### config.mk
export PLATFORM = sky130hd
export DESIGN_NAME = fp_special_screen
export DESIGN_NICKNAME = d
export VERILOG_FILES = /design/src/rtl/fps_pkg.sv /design/src/rtl/fps_classify.sv /design/src/rtl/fps_rules.sv /design/src/rtl/fps_rank.sv /design/src/rtl/fp_special_screen.sv
export SDC_FILE = /design/constraint.sdc
export NUM_CORES = 1
export LEC_CHECK = 0
export CAP_MARGIN = 20
export CORE_AREA = 2 2 137 139
export DETAILED_ROUTE_END_ITERATION = 7
export DIE_AREA = 0 0 139 141
export DONT_BUFFER_PORTS = 1
export PLACE_DENSITY = 0.48
export SLEW_MARGIN = 25
export SYNTH_ARGS = -nofsm -noshare
export SYNTH_HDL_FRONTEND = slang
export SYNTH_SLANG_ARGS = --single-unit
### constraint.sdc
create_clock -name clk -period 3.25 [get_ports clk]
set_input_delay 0.1625 -clock clk [delete_from_list [all_inputs] [get_ports clk]]
set_output_delay 0.1625 -clock clk [all_outputs]
set_load 0.01 [all_outputs]
### src/rtl/fps_pkg.sv
package fps_pkg;
  localparam int DW      = 64;
  localparam int SW      = 32;
  localparam int SP_EXP  = 8;
  localparam int SP_FRAC = 23;
  localparam int DP_EXP  = 11;
  localparam int DP_FRAC = 52;
  localparam int CAUSE_W = 5;
  localparam int CC_W    = 4;
  localparam int NFLAG   = 3;
  localparam int C_V = 4, C_Z = 3, C_O = 2, C_U = 1, C_I = 0;

  typedef enum logic [2:0] {CL_ZERO, CL_SUB, CL_NORM, CL_INF, CL_QNAN, CL_SNAN} fcls_e;
  typedef enum logic [3:0] {
    OP_ADD = 4'd0, OP_SUB = 4'd1, OP_MUL = 4'd2, OP_DIV = 4'd3, OP_RSQRT = 4'd4,
    OP_MADD = 4'd5, OP_MSUB = 4'd6, OP_NMADD = 4'd7, OP_NMSUB = 4'd8, OP_CMP = 4'd9
  } fop_e;

  typedef struct packed {
    fcls_e cls;
    logic  sign;
  } fdesc_t;

  function automatic logic is_inf(input fdesc_t d);
    return d.cls == CL_INF;
  endfunction
  function automatic logic is_zero(input fdesc_t d);
    return d.cls == CL_ZERO;
  endfunction
  function automatic logic is_nan(input fdesc_t d);
    return (d.cls == CL_QNAN) || (d.cls == CL_SNAN);
  endfunction
  function automatic logic is_finnz(input fdesc_t d);
    return (d.cls == CL_NORM) || (d.cls == CL_SUB);
  endfunction

  function automatic logic [DW-1:0] mk_qnan(input logic dbl);
    return dbl ? {1'b0, {DP_EXP{1'b1}}, 1'b1, {(DP_FRAC-1){1'b0}}}
               : {{SW{1'b0}}, 1'b0, {SP_EXP{1'b1}}, 1'b1, {(SP_FRAC-1){1'b0}}};
  endfunction
  function automatic logic [DW-1:0] mk_inf(input logic dbl, input logic s);
    return dbl ? {s, {DP_EXP{1'b1}}, {DP_FRAC{1'b0}}}
               : {{SW{1'b0}}, s, {SP_EXP{1'b1}}, {SP_FRAC{1'b0}}};
  endfunction
  function automatic logic [DW-1:0] mk_zero(input logic dbl, input logic s);
    return dbl ? {s, {(DW-1){1'b0}}} : {{SW{1'b0}}, s, {(SW-1){1'b0}}};
  endfunction
endpackage

### src/rtl/fps_classify.sv
module fps_classify
  import fps_pkg::*;
(
  input  logic          dbl,
  input  logic [DW-1:0] val,
  output fdesc_t        d
);
  logic e_zero, e_ones, f_zero, q_bit;

  always_comb begin
    if (dbl) begin
      e_zero = ~|val[DW-2 -: DP_EXP];
      e_ones = &val[DW-2 -: DP_EXP];
      f_zero = ~|val[DP_FRAC-1:0];
      q_bit  = val[DP_FRAC-1];
      d.sign = val[DW-1];
    end else begin
      e_zero = ~|val[SW-2 -: SP_EXP];
      e_ones = &val[SW-2 -: SP_EXP];
      f_zero = ~|val[SP_FRAC-1:0];
      q_bit  = val[SP_FRAC-1];
      d.sign = val[SW-1];
    end
    if (e_zero)      d.cls = f_zero ? CL_ZERO : CL_SUB;
    else if (e_ones) d.cls = f_zero ? CL_INF : (q_bit ? CL_QNAN : CL_SNAN);
    else             d.cls = CL_NORM;
  end
endmodule

### src/rtl/fps_rules.sv
module fps_rules
  import fps_pkg::*;
(
  input  fop_e          op,
  input  logic          dbl,
  input  fdesc_t        da,
  input  fdesc_t        db,
  input  fdesc_t        dc,
  output logic          invalid,
  output logic          divz,
  output logic          force_en,
  output logic [DW-1:0] force_val
);
  logic use_b, use_c, snan_any, op_inv, mulzero, prod_inf, prod_sgn;
  logic rs_qnan, rs_pinf;

  always_comb begin
    use_b    = (op != OP_RSQRT);
    use_c    = (op == OP_MADD) || (op == OP_MSUB) || (op == OP_NMADD) || (op == OP_NMSUB);
    snan_any = (da.cls == CL_SNAN) || (use_b && db.cls == CL_SNAN) ||
               (use_c && dc.cls == CL_SNAN);
    mulzero  = (is_inf(da) && is_zero(db)) || (is_zero(da) && is_inf(db));
    prod_inf = (is_inf(da) || is_inf(db)) && !is_zero(da) && !is_zero(db) &&
               !is_nan(da) && !is_nan(db);
    prod_sgn = da.sign ^ db.sign;
    op_inv   = 1'b0;
    divz     = 1'b0;
    rs_qnan  = 1'b0;
    rs_pinf  = 1'b0;
    unique case (op)
      OP_ADD:   op_inv = is_inf(da) && is_inf(db) && (da.sign != db.sign);
      OP_SUB:   op_inv = is_inf(da) && is_inf(db) && (da.sign == db.sign);
      OP_MUL:   op_inv = mulzero;
      OP_DIV: begin
        op_inv = (is_inf(da) && is_inf(db)) || (is_zero(da) && is_zero(db));
        divz   = is_finnz(da) && is_zero(db);
      end
      OP_RSQRT: begin
        op_inv  = da.sign && (is_finnz(da) || is_inf(da));
        rs_qnan = (da.cls == CL_QNAN);
        rs_pinf = is_inf(da) && !da.sign;
        divz    = is_zero(da);
      end
      OP_MADD, OP_NMSUB:
        op_inv = mulzero || (prod_inf && is_inf(dc) && (prod_sgn != dc.sign));
      OP_MSUB, OP_NMADD:
        op_inv = mulzero || (prod_inf && is_inf(dc) && (prod_sgn == dc.sign));
      default:  op_inv = 1'b0;
    endcase
    invalid = snan_any || op_inv;
    if (invalid) divz = 1'b0;

    force_en  = 1'b1;
    if (invalid || rs_qnan) force_val = mk_qnan(dbl);
    else if (divz)          force_val = mk_inf(dbl, (op == OP_DIV) ? prod_sgn : da.sign);
    else if (rs_pinf)       force_val = mk_zero(dbl, 1'b0);
    else begin
      force_en  = 1'b0;
      force_val = '0;
    end
  end
endmodule

### src/rtl/fps_rank.sv
module fps_rank #(
  parameter int N = 3
) (
  input  logic [N-1:0] raise,
  output logic [N-1:0] sel
);
  for (genvar i = 0; i < N; i++) begin : g_pri
    if (i == N-1) begin : g_top
      assign sel[i] = raise[i];
    end else begin : g_low
      assign sel[i] = raise[i] & ~|raise[N-1:i+1];
    end
  end
endmodule

### src/rtl/fp_special_screen.sv
module fp_special_screen
  import fps_pkg::*;
(
  input  logic               clk,
  input  logic               rst,
  input  logic               in_valid,
  input  logic [3:0]         op,
  input  logic               dbl,
  input  logic [DW-1:0]      opa,
  input  logic [DW-1:0]      opb,
  input  logic [DW-1:0]      opc,
  input  logic [DW-1:0]      dp_res,
  input  logic               dp_ovf,
  input  logic               dp_unf,
  input  logic               dp_inx,
  input  logic [CC_W-1:0]    dp_cc,
  input  logic [CAUSE_W-1:0] trap_en,
  output logic               out_valid,
  output logic [DW-1:0]      res,
  output logic               res_we,
  output logic               trap_req,
  output logic [CAUSE_W-1:0] cause,
  output logic [CC_W-1:0]    cc
);
  localparam int NCLS = 4;

  fop_e            op_e;
  logic [DW-1:0]   vals [NCLS];
  fdesc_t          descs [NCLS];
  logic            invalid, divz, force_en;
  logic [DW-1:0]   force_val;
  logic [NFLAG-1:0] flag_sel;
  logic [CAUSE_W-1:0] cause_n;
  logic [DW-1:0]   res_n;
  logic            trap_n, we_n, is_cmp;

  assign op_e = fop_e'(op);
  assign vals[0] = opa;
  assign vals[1] = opb;
  assign vals[2] = opc;
  assign vals[3] = dp_res;

  for (genvar k = 0; k < NCLS; k++) begin : g_cls
    fps_classify u_cls (.dbl(dbl), .val(vals[k]), .d(descs[k]));
  end

  fps_rules u_rules (
    .op(op_e), .dbl(dbl), .da(descs[0]), .db(descs[1]), .dc(descs[2]),
    .invalid(invalid), .divz(divz), .force_en(force_en), .force_val(force_val)
  );

  fps_rank #(.N(NFLAG)) u_rank (
    .raise({dp_ovf, dp_unf, dp_inx}), .sel(flag_sel)
  );

  always_comb begin
    is_cmp  = (op_e == OP_CMP);
    cause_n = '0;
    if (invalid)                    cause_n[C_V] = 1'b1;
    else if (divz)                  cause_n[C_Z] = 1'b1;
    else if (!force_en && !is_cmp)  cause_n[C_O:C_I] = flag_sel;
    if (force_en)                   res_n = force_val;
    else if (descs[3].cls == CL_SUB) res_n = mk_zero(dbl, descs[3].sign);
    else                            res_n = dp_res;
    trap_n = |(cause_n & trap_en);
    we_n   = !is_cmp && !trap_n;
  end

  always_ff @(posedge clk) begin
    if (rst) begin
      out_valid <= 1'b0;
      res       <= '0;
      res_we    <= 1'b0;
      trap_req  <= 1'b0;
      cause     <= '0;
      cc        <= '0;
    end else begin
      out_valid <= in_valid;
      res_we    <= in_valid && we_n;
      trap_req  <= in_valid && trap_n;
      cause     <= in_valid ? cause_n : '0;
      if (in_valid) res <= res_n;
      if (in_valid && is_cmp && !invalid) cc <= dp_cc;
    end
  end

  AST_TRAP_BLOCKS_WRITE: assert property (@(posedge clk) disable iff (rst)
    trap_req |-> !res_we);
  AST_TRAP_HAS_CAUSE: assert property (@(posedge clk) disable iff (rst)
    trap_req |-> (cause != '0));
  AST_IDLE_QUIET: assert property (@(posedge clk) disable iff (rst)
    !out_valid |-> (!res_we && !trap_req && cause == '0));
  AST_VALID_FOLLOWS: assert property (@(posedge clk) disable iff (rst)
    in_valid |=> out_valid);
  AST_SINGLE_CAUSE: assert property (@(posedge clk) disable iff (rst)
    $onehot0(cause));
  AST_CC_HOLD: assert property (@(posedge clk) disable iff (rst)
    !$past(in_valid && op == OP_CMP && !rst) |-> $stable(cc));
endmodule

==> metrics.yaml, run 1 <==
outcome: "finished clean"
final_hold_viol_count: 0
whs_ns: 0.0219
avgSynthCellArea_um2: 8.47
synth_compound_area_share_pct: 24.6
cp.arrival_ns: 3.33
io_pins: 352
vias: 4448
fin_util_pct: 28.7
htree_levels: 3
cp.required_ns: 3.53
finalSetupViolations: 0
area_growth_pct: 27.7
initial_core_util_pct: 22.5
numCtsBuffers: 9
post_cts_buffers: 0
synth_mux_area_share_pct: 2.25
switching_power_uw: 591
ys_top_cells_by_count: "dfxtp_1 (76), nor4_1 (52), nor2_1 (51)"
hold_path_depth: 2
core_um2: 18300
die-area_um2: 19600
fmax_mhz: 327
worst_ir_drop_vdd_mv: 0.395
synthSimpleGateAreaFrac_pct: 29.9
min_path_type: "primary input to register"
nNetsFinal: 809
drv_cap: 0
end_kind: "register"
p_int_uw: 1820
grt_pass1_wl_um: 25600
clockPowerShare_pct: 46.5
p_per_area_nw_per_um2: 460
die_width_um: 139
grt-ovfl-total: 0
via_per_inst: 5.75
async_reset_ff_share_pct: 0
synthTopCellsByArea: "dfxtp_1 (37%), a22o_1 (8.7%), nor4_1 (7.9%)"
ys_types: 55
netlist_area_um2: 4110
power.leakage_uw: 0.00183
slew_violations: 0
rows: 50
tightest_slew_ns: 1.00
ys_ff_latch: 76
synth_top_area_cell: "dfxtp_1"
grt_max_degree: 44
synth_edf_count: 0
critPathKind: "primary input to register"
drc: 0
synthCells: 485
clkSlewWorstSetupHoldPaths_ns: 0.06
grt_pass1_vias: 4541
postRouteAntennaNets: 0
power_frac_seq_pct: 43.6
cts.sink_count: 76
place_congestion: 0.878
yosysTopAreaCellShare_pct: 37.0
port_buffers: 0
cts_root_buf: "clkbuf_16"
yosysMostFrequentCell: "dfxtp_1"
cts_tree: "built"
cp_max_fo: 15
track_usage_pct: 17.0
clock_skew_ns: 0
nFillCells: 1966
detail_route.first_pass.iterations: 4
antenna_found_initial: 1
fin_crit_ns: 3.05
synthXorXnorAreaFrac_pct: 1.07
swShare_pct: 24.5
post-dp-hpwl_um: 13800
synth_nets: 761
fin_crit_sh_pct: 94.0
slew-limit-headroom_pct: 33.0
dp.cells: 700
totalWireLength_um: 17800
power_frac_comb_pct: 9.9
synth_top_family_by_area: "simple AND/OR/NAND/NOR gates"
r2r_slack_ns: 1.84
clk-insertion-delay-late_ns: 0.33
ys_seq_area_share_pct: 37.0
drive_gt1_share_pct: 6.88
die_y_um: 141
routedWlPerCell_um: 23.1
yosys_warnings: 0
drtIter0Drc: 239
clock_path_buffers: 2
worstSetupStartpointType: "primary input"
synth_fa_ha_area_share_pct: 0
rr_worst_depth: 4
synth_ff_type: "dfxtp_1"
instances_no_fill: 773
## metal layers
metal	up-vias	GRT usage (%)	part of all wire [%]
met5	-	0	0
met4	0	7.87	3.6
met3	39	3.80	7.3
met2	263	31.1	52
met1	2133	18.7	37
li1	2013	-	-
## flip-flops by register name, indices dropped and copies added (netlist names)
register and count:
cause 5, cc 4, out_valid 1, res 64, res_we 1, trap_req 1
## logic make-up (layout without fill, tap and decap cells)
kind of cell / after synthesis / count (layout)
other cells: 0 / 1
mux: 9 / 9
compound gates: 122 / 122
buf+inv: 45 / 98
xor+xnor: 5 / 5
simple gates: 228 / 228
flops: 76 / 76
## worst max-delay path, cell delays in order
cell and delay, ns:
nor4_1 0.43, nand3_1 0.19, o31ai_4 0.37, nand2_2 0.17, a41o_1 0.29, a2111oi_4 0.43
buf_4 0.29, nand3_1 0.10, a311oi_1 0.29, dlygate4sd3_1 0.60
## path summary, 6_finish.rpt
| check | startpoint | end |
|---|---|---|
| worst max-delay path | opa[44] | res[24]$_SDFFE_PP0P_ |
| worst min-delay path | in_valid | res[28]$_SDFFE_PP0P_ |
| worst max register to register | res[51]$_SDFFE_PP0P_ | res[51]$_SDFFE_PP0P_ |
| worst min register to register | cc[0]$_SDFFE_PP0P_ | cc[0]$_SDFFE_PP0P_ |
## power groups by stage
stage | logic (µW) | clock network, µW | registers, µW
after floorplan | 158 | 0 | 1060
after global placement | 167 | 0 | 1070
after detailed placement | 173 | 0 | 1070
after CTS | 240 | 1160 | 1050
after global routing | 262 | 1190 | 1060
final | 239 | 1120 | 1050
## what timing repair did
| item | CTS | global route |
|---|---|---|
| hold buffers | 56 | 0 |
| hold endpoints to repair | 71 | 0 |
| endpoints found under the setup margin | 0 | 2 |
| gates resized for setup | 0 | 2 |
## layout make-up
type / instances / area [µm²] / area share, %
antenna: 1 / 2.50 / 0.0477
clock buffer: 10 / 239 / 4.55
clock inverter: 6 / 95.1 / 1.81
inverter: 17 / 63.8 / 1.22
multi-input combinational: 364 / 2390 / 45.6
sequential: 76 / 1520 / 29.0
tap: 234 / 293 / 5.58
timing repair buffer: 65 / 641 / 12.2
## placed cells by master, fill, tap and decap left out, types with 9 or more instances in the layout
| cell type | synthesis | layout |
|---|---|---|
| a22o_1 | 41 | 41 |
| a311oi_1 | 9 | 9 |
| clkbuf_16 | 0 | 9 |
| dfxtp_1 | 76 | 76 |
| dlygate4sd3_1 | 0 | 56 |
| inv_1 | 17 | 17 |
| nand2_1 | 22 | 22 |
| nand3_1 | 21 | 21 |
| nand4_1 | 25 | 25 |
| nor2_1 | 51 | 50 |
| nor3_1 | 19 | 19 |
| nor3b_1 | 10 | 10 |
| nor4_1 | 52 | 51 |
| o21a_1 | 11 | 11 |
| o21ai_0 | 13 | 13 |
| o41ai_1 | 12 | 12 |
## per-stage QoR
step	TNS, ns	worst slack (ns)	total power, µW	instance area [µm²]
floorplan	0	0.785	1210	4110
global placement	0	0.354	1240	4340
detailed placement	0	0.278	1240	4340
CTS	0	0.225	2450	5230
global route	-0.0111	-0.0111	2510	5250
finish	0	0.195	2410	5250
No activity file was read; power rests on OpenSTA's default activity.
==> inputs of run 2 (changes only) <==
--- a/config.mk
+++ b/config.mk
@@ -12,4 +12,5 @@
 export DONT_BUFFER_PORTS = 1
 export PLACE_DENSITY = 0.48
+export REMOVE_ABC_BUFFERS = 1
 export SLEW_MARGIN = 25
 export SYNTH_ARGS = -nofsm -noshare
==> constraint.sdc (replaced) <==
create_clock -name clk -period 3.25 [get_ports clk]
set_input_delay 0.1625 -clock clk [delete_from_list [all_inputs] [get_ports clk]]
set_output_delay 0.1625 -clock clk [all_outputs]
set_load 0.1 [all_outputs]
==> run 2 against run 1 <==
  * Sequential power rose by 34%
  * Non-clock buffer count did not move
  * Clock skew did not move
  * Combinational power barely moved
  * Largest cell class unchanged
  * Worst setup slack improved by 0.0057 ns
  * Sequential cell count did not move
  * Die area did not move
  * Sequential share of layout area rose by 0.086 points
  * Wire length fell by 1.9%
==> metrics.yaml, run 2 (synthesis gave the netlist of run 1 again) <==
crit_start: "opa[23]"
finalSetupViolations: 0  # unchanged
place_congestion: 0.870  # -0.83%
final_hold_viol_count: 0  # unchanged
grt-ovfl-total: 0  # unchanged
r2r-end: "cc[3]$_SDFFE_PP0P_"
fin_util_pct: 28.7  # -0.062 points
nFillCells: 1933  # -1.7%
vias: 4385  # -1.4%
die-area_um2: 19600  # unchanged
clock_path_buffers: 2  # unchanged
totalWireLength_um: 17500  # -1.9%
initial_core_util_pct: 22.5  # unchanged
clock_skew_ns: 0  # unchanged
slew-limit-headroom_pct: 30.6  # -2.4 points
end_kind: "register"
slowest_stage: "dlygate4sd3_1"
cts_tree: "built"
met1Wirelength_um: 6760  # +1.3%
fin_crit_ns: 3.05  # -0.00572 ns
via_per_inst: 5.69  # -1.2%
r2r_slack_ns: 1.29  # -0.55 ns
rr_worst_depth: 3  # -1
largestRegisters: "res x64, cause x5, cc x4"
clkSlewWorstSetupHoldPaths_ns: 0.06  # about the same
slowest_delay_ns: 0.55  # -0.05 ns
power.leakage_uw: 0.00183  # -0.30%
drtIter0Drc: 218  # -8.8%
instances_no_fill: 771  # -0.26%
path_cells: "nor4_1 -> nand2_1 -> o31ai_4 -> nand2_2 -> nor4_1 -> buf_4 -> a2111oi_4 -> buf_4 -> and4_1 -> buf_12 -> a221o_1 -> dlygate4sd3_1"
post-dp-hpwl_um: 13500  # -2.4%
dr_wl_met3_um: 1060  # -19%
slew_violations: 0  # unchanged
critPathKind: "primary input to register"
fmax_mhz: 328  # +0.19%
cp-endpoint: "res[51]$_SDFFE_PP0P_"
hp-start: "in_valid"
dp.cells: 703  # +0.43%
numCtsBuffers: 9  # unchanged
die_y_um: 141  # unchanged
num_antenna_cells: 0  # -1
grt_max_degree: 44  # unchanged
cp.arrival_ns: 3.27  # -0.06 ns
final_cell_mix: "dfxtp_1 (75), nor4_1 (52), dlygate4sd3_1 (52)"
track_usage_pct: 16.7  # -0.27 points
cp_max_fo: 31  # +16
top_register: "res"
clk-insertion-delay-late_ns: 0.33  # about the same
worst_ir_drop_vdd_mv: 0.305  # -23%
area_growth_pct: 27.4
grt_setup_unrepaired: "no"
r2r-start: "cc[3]$_SDFFE_PP0P_"
drc: 0  # unchanged
met2WireLength_um: 9120  # -0.92%
htree_levels: 3  # unchanged
outcome: "finished clean"
cts_root_buf: "clkbuf_16"
worstSetupStartpointType: "primary input"
top_layer: "met4"
hold_path_depth: 2  # unchanged
cp.required_ns: 3.47  # -0.06 ns
largest_register_ffs: 64  # unchanged
nNetsFinal: 809  # unchanged
final_common_cell: "dfxtp_1"
drv_cap: 0  # unchanged
drive_gt1_share_pct: 8.38  # +1.5 points
rows: 50  # unchanged
p_per_area_nw_per_um2: 519  # +13%
core_um2: 18300  # unchanged
detail_route.first_pass.iterations: 7  # +3
tightest_slew_ns: 1.04  # +0.0376 ns
whs_ns: 0.0129  # -0.00893 ns
fin_crit_sh_pct: 93.8  # -0.18 points
grt_pass1_vias: 4619  # +1.7%
postRouteAntennaNets: 0  # unchanged
port_buffers: 0  # unchanged
die_width_um: 139  # unchanged
routedWlPerCell_um: 22.7  # -1.7%
grt_pass1_wl_um: 25700  # +0.70%
min_path_type: "primary input to register"
antenna_found_initial: 0  # -1
cts.sink_count: 76  # unchanged
io_pins: 352  # unchanged
==> run 2: per-stage QoR <==
stage | setup slack [ns] | cell area, µm² | setup TNS [ns] | total power (µW)
finish | 0.201 | 5240 | 0 | 2720
global route | 0.0191 | 5240 | 0 | 2820
CTS | 0.0736 | 5200 | 0 | 2750
detailed placement | 0.199 | 4370 | 0 | 1600
global placement | 0.264 | 4370 | 0 | 1600
floorplan | -0.00193 | 3960 | -0.0812 | 1550
==> run 2: power by group <==
part / switching (µW) / leakage (µW) / internal (µW)
clock: 406 / 0.000148 / 669
sequential: 424 / 0.000628 / 985
combinational: 103 / 0.00105 / 133
total: 933 / 0.00183 / 1790
==> run 2: what timing repair did <==
| action | CTS | global route |
|---|---|---|
| hold endpoints to repair | 69 | 0 |
| resized for setup | 0 | 7 |
| endpoints found under the setup margin | 0 | 1 |
| hold buffers | 52 | 0 |
| setup buffers | 0 | 1 |
==> run 2: how the worst min path moves through the flow <==
stage | endpoint | slack, ns
2_1_floorplan | cc[0]$_SDFFE_PP0P_ | 0.23
3_3_place_gp | cc[3]$_SDFFE_PP0P_ | 0.24
3_5_place_dp | cc[2]$_SDFFE_PP0P_ | 0.24
4_1_cts | res[24]$_SDFFE_PP0P_ | 0.0003
5_1_grt | res[61]$_SDFFE_PP0P_ | 0.007
6_report | res[30]$_SDFFE_PP0P_ | 0.01
==> run 2: layout make-up <==
type	count	area (µm²)	share of cell area [%]
Tap cell	234	293	5.59
Timing Repair Buffer	65	631	12.0
Clock inverter	6	88.8	1.70
Clock buffer	9	225	4.30
Multi-Input combinational cell	364	2410	46.1
Inverter	17	63.8	1.22
Sequential cell	76	1520	29.1
==> run 2: critical path: cells and delay by family <==
kind,cells,cell delay [ns]
buf+inv,4,1.11
compound gates,3,0.74
simple gates,5,1.23
==> run 2: per-layer routing <==
metal / GRT usage (%) / vias up
met4: 6.91 / 0
met2: 30.3 / 229
met3: 3.53 / 35
met1: 19.1 / 2112
met5: 0 / -
li1: - / 2009
